File: src/rtl/sgw_pkg.sv
package sgw_pkg;
  localparam int FLAG_LAST_BIT = 31;
  localparam int FLAG_LINK_BIT = 30;
  localparam int FLAG_SINK_BIT = 29;
  localparam int CODE_W        = 6;
  localparam logic [CODE_W-1:0] CODE_SHORT_WR = 6'd7;
  localparam logic [CODE_W-1:0] CODE_SHORT_RD = 6'd8;
  localparam logic [CODE_W-1:0] CODE_ALIGN    = 6'd16;
  typedef enum logic [1:0] {W_IDLE, W_FETCH, W_ACT} walk_state_e;
endpackage

File: src/rtl/sgw_gather.sv
module sgw_gather #(
  parameter int ADDR_W    = 64,
  parameter int WORD_W    = 32,
  parameter int ENT_WORDS = 4
) (
  input  logic                        clk,
  input  logic                        rst_n,
  input  logic                        load_i,
  input  logic [ADDR_W-1:0]           load_addr_i,
  input  logic                        run_i,
  input  logic                        beat_valid_i,
  input  logic [WORD_W-1:0]           beat_data_i,
  output logic [ADDR_W-1:0]           fetch_addr_o,
  output logic                        last_beat_o,
  output logic [ENT_WORDS*WORD_W-1:0] words_o
);
  localparam int IDX_W = $clog2(ENT_WORDS);
  localparam int STEP  = WORD_W / 8;

  logic [ADDR_W-1:0] ptr_q, ptr_n;
  logic [IDX_W-1:0]  idx_q, idx_n;
  logic              take;

  assign take = run_i & beat_valid_i;

  always_comb begin
    ptr_n = ptr_q;
    idx_n = idx_q;
    if (load_i) begin
      ptr_n = load_addr_i;
      idx_n = '0;
    end else if (take) begin
      ptr_n = ptr_q + ADDR_W'(STEP);
      idx_n = idx_q + 1'b1;
    end
  end

  always_ff @(posedge clk or negedge rst_n) begin
    if (!rst_n) begin
      ptr_q <= '0;
      idx_q <= '0;
    end else begin
      ptr_q <= ptr_n;
      idx_q <= idx_n;
    end
  end

  for (genvar g = 0; g < ENT_WORDS; g++) begin : g_word
    logic [WORD_W-1:0] w_q;
    always_ff @(posedge clk or negedge rst_n) begin
      if (!rst_n)                          w_q <= '0;
      else if (take && idx_q == IDX_W'(g)) w_q <= beat_data_i;
    end
    assign words_o[g*WORD_W +: WORD_W] = w_q;
  end

  assign fetch_addr_o = ptr_q;
  assign last_beat_o  = take && (idx_q == IDX_W'(ENT_WORDS - 1));


  addr_step_chk: assert property (@(posedge clk) disable iff (!rst_n)
    (take && !load_i) |=> fetch_addr_o == $past(fetch_addr_o) + ADDR_W'(STEP));
endmodule

File: src/rtl/sgw_len.sv
module sgw_len #(
  parameter int LEN_W = 32,
  parameter int CNT_W = 32
) (
  input  logic             clk,
  input  logic             rst_n,
  input  logic             load_i,
  input  logic [LEN_W-1:0] load_len_i,
  input  logic             use_i,
  input  logic [CNT_W-1:0] cnt_i,
  output logic [LEN_W-1:0] clip_o,
  output logic             exhaust_o
);
  logic [LEN_W-1:0] rem_q, rem_n, cnt_ext;

  assign cnt_ext   = LEN_W'(cnt_i);
  assign exhaust_o = cnt_ext >= rem_q;
  assign clip_o    = exhaust_o ? rem_q : cnt_ext;

  always_comb begin
    rem_n = rem_q;
    if (load_i)     rem_n = load_len_i;
    else if (use_i) rem_n = rem_q - clip_o;
  end

  always_ff @(posedge clk or negedge rst_n) begin
    if (!rst_n) rem_q <= '0;
    else        rem_q <= rem_n;
  end


  rem_mono_chk: assert property (@(posedge clk) disable iff (!rst_n)
    !load_i |=> rem_q <= $past(rem_q));
endmodule

File: src/rtl/sg_chain_walker.sv
module sg_chain_walker
  import sgw_pkg::*;
#(
  parameter int ADDR_W = 64,
  parameter int LEN_W  = 32
) (
  input  logic              clk,
  input  logic              rst_n,
  input  logic              start_i,
  input  logic [ADDR_W-1:0] tbl_addr_i,
  input  logic [LEN_W-1:0]  xfer_len_i,
  input  logic              dev_write_i,
  output logic              fetch_req_o,
  output logic [ADDR_W-1:0] fetch_addr_o,
  input  logic              fetch_valid_i,
  input  logic [31:0]       fetch_data_i,
  output logic              xfer_valid_o,
  output logic [ADDR_W-1:0] xfer_addr_o,
  output logic [LEN_W-1:0]  xfer_cnt_o,
  output logic              xfer_discard_o,
  output logic              done_o,
  output logic              err_o,
  output logic [5:0]        err_code_o
);
  localparam int WORD_W     = 32;
  localparam int ENT_WORDS  = 4;
  localparam int ALIGN_BITS = 3;

  walk_state_e       state_q, state_n;
  logic              wr_q, wr_n, done_q, done_n, err_q, err_n;
  logic [CODE_W-1:0] code_q, code_n;
  logic              xv_q, xv_n, xd_q, xd_n;
  logic [ADDR_W-1:0] xa_q, xa_n;
  logic [LEN_W-1:0]  xc_q, xc_n;

  logic                        g_load, last_beat, l_load, l_use, exhaust;
  logic [ADDR_W-1:0]           g_load_addr, ent_addr;
  logic [ENT_WORDS*WORD_W-1:0] words;
  logic [WORD_W-1:0]           ent_cnt, ent_flags;
  logic [LEN_W-1:0]            clip;
  logic                        f_last, f_link, f_sink;

  assign ent_addr  = ADDR_W'({words[2*WORD_W-1:WORD_W], words[WORD_W-1:0]});
  assign ent_cnt   = words[3*WORD_W-1:2*WORD_W];
  assign ent_flags = words[4*WORD_W-1:3*WORD_W];
  assign f_last    = ent_flags[FLAG_LAST_BIT];
  assign f_link    = ent_flags[FLAG_LINK_BIT];
  assign f_sink    = ent_flags[FLAG_SINK_BIT];

  sgw_gather #(.ADDR_W(ADDR_W), .WORD_W(WORD_W), .ENT_WORDS(ENT_WORDS)) u_gather (
    .clk(clk), .rst_n(rst_n), .load_i(g_load), .load_addr_i(g_load_addr),
    .run_i(state_q == W_FETCH), .beat_valid_i(fetch_valid_i),
    .beat_data_i(fetch_data_i), .fetch_addr_o(fetch_addr_o),
    .last_beat_o(last_beat), .words_o(words)
  );

  sgw_len #(.LEN_W(LEN_W), .CNT_W(WORD_W)) u_len (
    .clk(clk), .rst_n(rst_n), .load_i(l_load), .load_len_i(xfer_len_i),
    .use_i(l_use), .cnt_i(ent_cnt), .clip_o(clip), .exhaust_o(exhaust)
  );

  always_comb begin
    state_n     = state_q;
    wr_n        = wr_q;
    done_n      = 1'b0;
    err_n       = 1'b0;
    code_n      = code_q;
    xv_n        = 1'b0;
    xa_n        = xa_q;
    xc_n        = xc_q;
    xd_n        = xd_q;
    g_load      = 1'b0;
    g_load_addr = tbl_addr_i;
    l_load      = 1'b0;
    l_use       = 1'b0;
    unique case (state_q)
      W_IDLE: if (start_i) begin
        code_n = '0;
        wr_n   = dev_write_i;
        if (|tbl_addr_i[ALIGN_BITS-1:0]) begin
          err_n  = 1'b1;
          code_n = CODE_ALIGN;
        end else if (xfer_len_i == '0) begin
          done_n = 1'b1;
        end else begin
          g_load  = 1'b1;
          l_load  = 1'b1;
          state_n = W_FETCH;
        end
      end
      W_FETCH: if (last_beat) state_n = W_ACT;
      W_ACT: begin
        if (f_link) begin
          if (|ent_addr[ALIGN_BITS-1:0]) begin
            err_n   = 1'b1;
            code_n  = CODE_ALIGN;
            state_n = W_IDLE;
          end else begin
            g_load      = 1'b1;
            g_load_addr = ent_addr;
            state_n     = W_FETCH;
          end
        end else begin
          if (ent_cnt != '0) begin
            xv_n  = 1'b1;
            xa_n  = f_sink ? '0 : ent_addr;
            xc_n  = clip;
            xd_n  = f_sink;
            l_use = 1'b1;
          end
          if (ent_cnt != '0 && exhaust) begin
            done_n  = 1'b1;
            state_n = W_IDLE;
          end else if (f_last) begin
            err_n   = 1'b1;
            code_n  = wr_q ? CODE_SHORT_WR : CODE_SHORT_RD;
            state_n = W_IDLE;
          end else begin
            state_n = W_FETCH;
          end
        end
      end
      default: state_n = W_IDLE;
    endcase
  end

  always_ff @(posedge clk or negedge rst_n) begin
    if (!rst_n) begin
      state_q <= W_IDLE;
      wr_q    <= 1'b0;
      done_q  <= 1'b0;
      err_q   <= 1'b0;
      code_q  <= '0;
      xv_q    <= 1'b0;
      xa_q    <= '0;
      xc_q    <= '0;
      xd_q    <= 1'b0;
    end else begin
      state_q <= state_n;
      wr_q    <= wr_n;
      done_q  <= done_n;
      err_q   <= err_n;
      code_q  <= code_n;
      xv_q    <= xv_n;
      xa_q    <= xa_n;
      xc_q    <= xc_n;
      xd_q    <= xd_n;
    end
  end

  assign fetch_req_o    = (state_q == W_FETCH);
  assign xfer_valid_o   = xv_q;
  assign xfer_addr_o    = xa_q;
  assign xfer_cnt_o     = xc_q;
  assign xfer_discard_o = xd_q;
  assign done_o         = done_q;
  assign err_o          = err_q;
  assign err_code_o     = code_q;


  nonzero_xfer_chk: assert property (@(posedge clk) disable iff (!rst_n)
    xfer_valid_o |-> xfer_cnt_o != '0);

  sink_addr_chk: assert property (@(posedge clk) disable iff (!rst_n)
    (xfer_valid_o && xfer_discard_o) |-> xfer_addr_o == '0);

  err_code_chk: assert property (@(posedge clk) disable iff (!rst_n)
    err_o |-> (err_code_o == CODE_SHORT_WR || err_code_o == CODE_SHORT_RD ||
               err_code_o == CODE_ALIGN));

  code_hold_chk: assert property (@(posedge clk) disable iff (!rst_n)
    (state_q == W_IDLE && !start_i) |=> $stable(err_code_o));

  one_outcome_chk: assert property (@(posedge clk) disable iff (!rst_n)
    !(done_o && err_o));
endmodule

File: config.mk
export PLATFORM = sky130hd
export DESIGN_NAME = sg_chain_walker
export DESIGN_NICKNAME = d
export VERILOG_FILES = /design/src/rtl/sgw_pkg.sv /design/src/rtl/sgw_gather.sv /design/src/rtl/sgw_len.sv /design/src/rtl/sg_chain_walker.sv
export SDC_FILE = /design/constraint.sdc
export NUM_CORES = 1
export LEC_CHECK = 0
export BUFFER_PORTS_ARGS = -buffer_cell sky130_fd_sc_hd__buf_2
export CELL_PAD_IN_SITES_DETAIL_PLACEMENT = 0
export CELL_PAD_IN_SITES_GLOBAL_PLACEMENT = 1
export CORE_MARGIN = 1.5
export CORE_UTILIZATION = 46
export CTS_CLUSTER_DIAMETER = 150
export CTS_CLUSTER_SIZE = 24
export DETAILED_ROUTE_END_ITERATION = 10
export PLACE_DENSITY = 0.86
export SETUP_SLACK_MARGIN = 0.02
export SLEW_MARGIN = 20
export SYNTH_ARGS = -nofsm -noshare
export SYNTH_HDL_FRONTEND = slang
export SYNTH_SLANG_ARGS = --single-unit
File: constraint.sdc
create_clock -name clk -period 16.8 [get_ports clk]
set_input_delay 3.36 -clock clk [delete_from_list [all_inputs] [get_ports clk]]
set_output_delay 3.36 -clock clk [all_outputs]
set_load 0.05 [all_outputs]
After elaboration in Yosys (flattened, before gate mapping). Cells that the tools add are included.

Flip-flop bits (word level): 335. Bits of input ports: 133. Output and inout bits: 171. Logic and storage cells: 103.

$add $sub $neg: 3. Order comparisons: 1. Eq/ne operators: 12. Mux-type cells: 51. Bitwise gates (word level): 2. Reduce and logical (&&, ||, !) cells: 18.

Operators by type and width (number): two-way mux 64 bit (6); two-way mux 32 bit (3); adder 64 x 3 -> 64 bit (second input constant) (1); greater-or-equal comparator 32 bit (1); zero test 32 bit (1); nonzero test 32 bit (1); subtractor 32 bit (1); two-way mux 6 bit (5); two-way mux 1 bit (23); two-way mux 2 bit (7); case mux 6 bit (2 select lines) (1); inequality test 2 bit (second input constant) (4); == test 2 bit (second input constant) (3); case mux 1 bit (2 select lines) (3); case mux 2 bit (3 select lines) (1); nonzero test 2 bit (3); OR reduction 3 bit (2); logical AND 1 bit (5); two-way mux 5 bit (1); AND reduction 5 bit (1); == test 2 x 1 -> 1 bit (second input constant) (2); zero test 2 bit (2); two-way mux 4 bit (1); AND reduction 4 bit (1); 8 further kinds (8).

Longest topological paths before layout.
Word-level depth: 6. Gate-level depth with buffers: 25. Mapped depth without buffers: 23.

By module. Synthesis repeated with hierarchy kept, for this count alone.

Cells, all modules: 1834. Area, all modules: 18776.8 um^2.

By module, submodules not included: sgw_gather (instances 1, cells an instance 706, area each 8501.9 um^2, seq. area each 4854.7 um^2); sg_chain_walker (instances 1, cells an instance 491, area each 5531.6 um^2, seq. area each 2652.5 um^2); sgw_len (instances 1, cells an instance 637, area each 4743.3 um^2, seq. area each 800.8 um^2).

Least setup slack after synthesis. No wires, ideal clock.

Path kind: reg-to-reg. From: register u_gather.g_word[2].w_q[13]. To: register u_len.rem_q[31]. Arrival: 5.165 ns. Setup slack: 11.506 ns. Cell stages (with the launch flop): 23. Cells stage by stage: dfrtp_1 -> ha_1 -> a21oi_1 -> o21ai_1 -> a2111o_1 -> a211o_1 -> a21oi_2 -> clkbuf_1 -> clkbuf_1 -> buf_2 -> a21oi_1 -> ha_1 -> o21a_1 -> o31a_1 -> o31ai_1 -> a21oi_1 -> o311ai_1 -> a211o_1 -> o211ai_1 -> a311oi_2 -> o21ai_1 -> xnor2_1 -> o21ai_1.

Cells in the longest elaborated chain, start to end: 5.

RTL lines: from (decl) (line sgw_gather.sv:49) `logic [WORD_W-1:0] w_q;`; from (signal assigned) (line sgw_gather.sv:52) `else if (take && idx_q == IDX_W'(g)) w_q <= beat_data_i;`; greater-or-equal comparator 32 bit / nonzero test 32 bit (equally long branches) (line sgw_len.sv:17, sg_chain_walker.sv:104); two-way mux 32 bit / two-way mux 1 bit (equally long branches) (line sgw_len.sv:18, sg_chain_walker.sv:104); subtractor 32 bit / two-way mux 1 bit (equally long branches) (line sgw_len.sv:23, sg_chain_walker.sv:93); two-way mux 32 bit / two-way mux 1 bit (equally long branches) (line sgw_len.sv:23, sg_chain_walker.sv:76); two-way mux 32 bit / nonzero test 2 bit (equally long branches); to (signal assigned) (line sgw_len.sv:28) `else rem_q <= rem_n;`; to (decl) (line sgw_len.sv:14) `logic [LEN_W-1:0] rem_q, rem_n, cnt_ext;`.

Parallel ways exist; a longest one is shown, timed or not. The select of a mux whose other input is x is not followed. A chain may end at the register's enable or synchronous reset.

Worst setup path after layout.
From: register u_gather.g_word[2].w_q[19]. To: register u_len.rem_q[31].

Same word-level chain as after synthesis.

==> flow_metrics.env <==
export IMPL_status="completed"
export IMPL_post_cts_resize_count=0
export IMPL_fmax_mhz=158
export IMPL_rr_worst_depth=21
export IMPL_core_area_um2=35500
export IMPL_die_w_um=193
export IMPL_ir_drop_uv=119
export IMPL_synthTopCellsByArea="dfrtp_1 46%, mux2_2 6.9%, o21ai_0 5.9%"
export IMPL_root_buffer="clkbuf_16"
export IMPL_grt_max_degree=228
export IMPL_cts_sinks=303
export IMPL_tightest_slew_ps=1060
export IMPL_cp_data_arrival_time_ps=6730
export IMPL_final_common_cell="dfrtp_1"
export IMPL_synth_edf_count=0
export IMPL_ys_ff_latch=303
export IMPL_pwr_share_seq_pct=31.2
export IMPL_yosys_mux_area_fraction_pct=7.11
export IMPL_maxCapViolCount=0
export IMPL_hold_depth=2
export IMPL_clock_skew_ps=23.8
export IMPL_yosys_area_top_type="dfrtp_1"
export IMPL_p_leak_uw=0.00895
export IMPL_die_height_um=193
export IMPL_start_util_pct=46.7
export IMPL_pin_count=304
export IMPL_path_clk_slew_ps=100
export IMPL_p_total_uw=4560
export IMPL_switching_share_pct=52.4
export IMPL_antenna_left=0
export IMPL_drive_gt1_share_pct=23.2
export IMPL_cpPeakStageDelay_ps=610
export IMPL_hp_start="xfer_cnt_o[26]"
export IMPL_finalSetupViolCount=0
export IMPL_post_cts_buffers=0
export IMPL_antenna_found_initial=0
export IMPL_power_density_nw_per_um2=241
export IMPL_crit_path_end_kind="flip-flop"
export IMPL_critPathMaxFanout=76
export IMPL_wirelength_mm=53.8
export IMPL_grt_pass1_vias=13746
export IMPL_stdcell_count=2494
export IMPL_crit_top_cell="a21oi_1"
export IMPL_dp_cells=2475
export IMPL_tns_ps=0
export IMPL_yosysSeqAreaShare_pct=45.8
export IMPL_dpl_hpwl_mm=39.7
export IMPL_synth_compound_area_share_pct=20.8
export IMPL_grt_pass1_wl_mm=81.1
export IMPL_cp_cell_sequence="ha_1, a21oi_1, o21ai_0, a221o_1, a211o_1, a21oi_4, buf_4, nor2_1, a21oi_1, ha_1, nor2b_1, o31a_1, o31ai_1, a21oi_1, o311ai_1, a211o_1, o211ai_1, a311oi_2, o21ai_1, xnor2_1, o21ai_1"
export IMPL_critical_path_slowest_cell="dfrtp_1"
export IMPL_critical_path_class="reg -> reg"
export IMPL_routedWlPerCell_um=21.6
export IMPL_drv_slew=0
export IMPL_htree_levels=1
export IMPL_rsz0062_at_grt="no"
export IMPL_crit_path_start_kind="flip-flop"
export IMPL_cts_tree="yes"
export IMPL_synth_xor_area_share_pct=1.43
export IMPL_via_count=14672
export IMPL_synth_top_family_by_area="compound AO/OA/AOI/OAI gates"
export IMPL_synth_top_area_share_pct=45.8
export IMPL_io_buffer_count=302
export IMPL_ys_types=79
export IMPL_ys_warn_count=0
export IMPL_hold_buffers=0
export IMPL_clockBufferDepth=3
export IMPL_final_min_clock_period_ps=6350
export IMPL_grt_overflow=0
export IMPL_ff2ff_setup_slack_ps=10450
export IMPL_synthArstFlopShare_pct=100
export IMPL_hold_path_class="reg -> reg"
export IMPL_ys_flop_type="dfrtp_1"
export IMPL_p_switching_uw=2390
export IMPL_slew_headroom_pct=29.0
export IMPL_synth_fa_ha_area_share_pct=4.97
export IMPL_rr_startpoint="u_gather.g_word[2].w_q[19]"
export IMPL_synth_simple_area_share_pct=16.1
export IMPL_hold_path_end="xfer_cnt_o[26]"
export IMPL_syn_to_final_growth_pct=14.1
export IMPL_hold_viol_final=0
export IMPL_final_design_area_no_fill_um2=18900
export IMPL_fin_nets=2227
export IMPL_place_area_um2=18500
export IMPL_fillers=3332
export IMPL_crit_required_ps=17180
export IMPL_intPower_uw=2170
export IMPL_rows=69
export IMPL_fin_crit_sh_pct=37.8
export IMPL_r2r_end="u_len.rem_q[31]"
export IMPL_post_route_drc_count=0
export IMPL_layout_common_cells="303 x dfrtp_1, 301 x buf_2, 223 x nand2_1"
export IMPL_postSynthCellCount=1792
export IMPL_gp_congestion=0.915
export IMPL_cts_made_buffers=16
export IMPL_track_usage_pct=28.5
export IMPL_p_clk_share_pct=9.6
export IMPL_syn_nets=1987
export IMPL_syn_mean_instance_area_um2=9.24
export IMPL_combPwrFrac_pct=59.3
export IMPL_first_iter_violations=1071
export IMPL_clk_latency_ps=520
export IMPL_drtPass1Iterations=6
export IMPL_vias_per_cell=5.88
export IMPL_syn_area_um2=16600
export IMPL_die_area_um2=37100
-- critical path, delay by kind of cell (launching register included) --
family	cells	cell delay, ps
AO/OA/AOI/OAI	15	3950
flip-flops	1	610
adder cells (fa/ha/maj)	2	590
buffers and inverters	1	590
AND/OR/NAND/NOR	2	220
XOR/XNOR	1	220
-- cells in the mapped netlist, drive strengths merged (5+ instances only) --
library cell / number
a2bb2oi: 7
a22o: 5
nand3: 40
a221oi: 9
a211oi: 6
ha: 61
o31a: 5
o21ai: 203
xor2: 9
nor4: 20
buf: 18
a21o: 11
o21bai: 5
and3: 17
nor2b: 20
nand4: 14
nor2: 110
dfrtp: 303
a31oi: 17
and2: 9
mux2: 101
inv: 64
nand2: 226
a22oi: 65
nor3: 16
a221o: 7
clkbuf: 79
nand2b: 73
o22ai: 16
xnor2: 18
a21oi: 165
o31ai: 17
-- state kept, by name, summed over array words and instances, names as in the netlist --
name,cells
u_gather.g_word.w_q,99
u_gather.fetch_addr_o,64
xfer_addr_o,64
u_len.rem_q,32
xfer_cnt_o,32
err_code_o,3
state_q,2
u_gather.idx_q,2
done_o,1
err_o,1
wr_q,1
xfer_discard_o,1
xfer_valid_o,1
-- area by class of cell --
type	count	area (um^2)	area share, %
antenna	1	2.50	0.0132
clock buffer	17	425	2.25
clock inverter	1	11.3	0.0596
inverter	65	244	1.29
multi-input combinational	1327	8390	44.4
sequential	303	7580	40.1
tap	461	577	3.05
timing repair buffer	319	1660	8.80
-- stage by stage --
| stage | hold slack, ps | util, % | worst slack, ps |
|---|---|---|---|
| 5_1_grt | 510 | 53.2 | 9860 |
| 2_1_floorplan | 436 | - | 11510 |
| 3_5_place_dp | 465 | 52.0 | 9960 |
| 6_report | 479 | 53.2 | 10450 |
| 3_3_place_gp | 450 | 52.0 | 10010 |
| 4_1_cts | 486 | 53.2 | 10450 |
-- metal layers --
layer  vias to the layer above  global-route usage, %  routed length (um)
met5                         -                      0                   0
met4                         0                   9.27                1720
met3                        76                   4.26                3700
met2                       528                   45.1               24700
met1                      7186                   40.1               23700
li1                       6882                      -                   -
-- how the worst max path moves through the flow --
| stage | from | endpoint | slack, ps | depth (start not counted) |
|---|---|---|---|---|
| floorplan | u_gather.g_word[2].w_q[13] | u_len.rem_q[31] | 11510 | 22 |
| global placement | xfer_len_i[25] | u_gather.fetch_addr_o[20] | 10010 | 10 |
| finish | u_gather.g_word[2].w_q[19] | u_len.rem_q[31] | 10450 | 21 |
| detailed placement | xfer_len_i[25] | u_gather.fetch_addr_o[20] | 9960 | 10 |
| CTS | u_gather.g_word[2].w_q[19] | u_len.rem_q[31] | 10450 | 21 |
| global route | u_gather.g_word[2].w_q[19] | u_len.rem_q[31] | 9860 | 21 |
-- cell families (layout without fill, tap and decap cells) --
group,Yosys count,in the layout
compound gates,569,569
buf+inv,162,402
simple gates,559,559
flops,303,303
xor+xnor,27,27
other cells,1,2
mux,105,105
fa+ha+maj,66,66
-- power groups by stage --
stage	logic (uW)	clock network, uW	registers [uW]
5_1_grt	2980	466	1460
3_5_place_dp	2690	0	1420
3_3_place_gp	2650	0	1420
6_report	2700	435	1420
4_1_cts	2710	442	1410
2_1_floorplan	1560	0	1810
No activity file was read; power rests on OpenSTA's default activity.
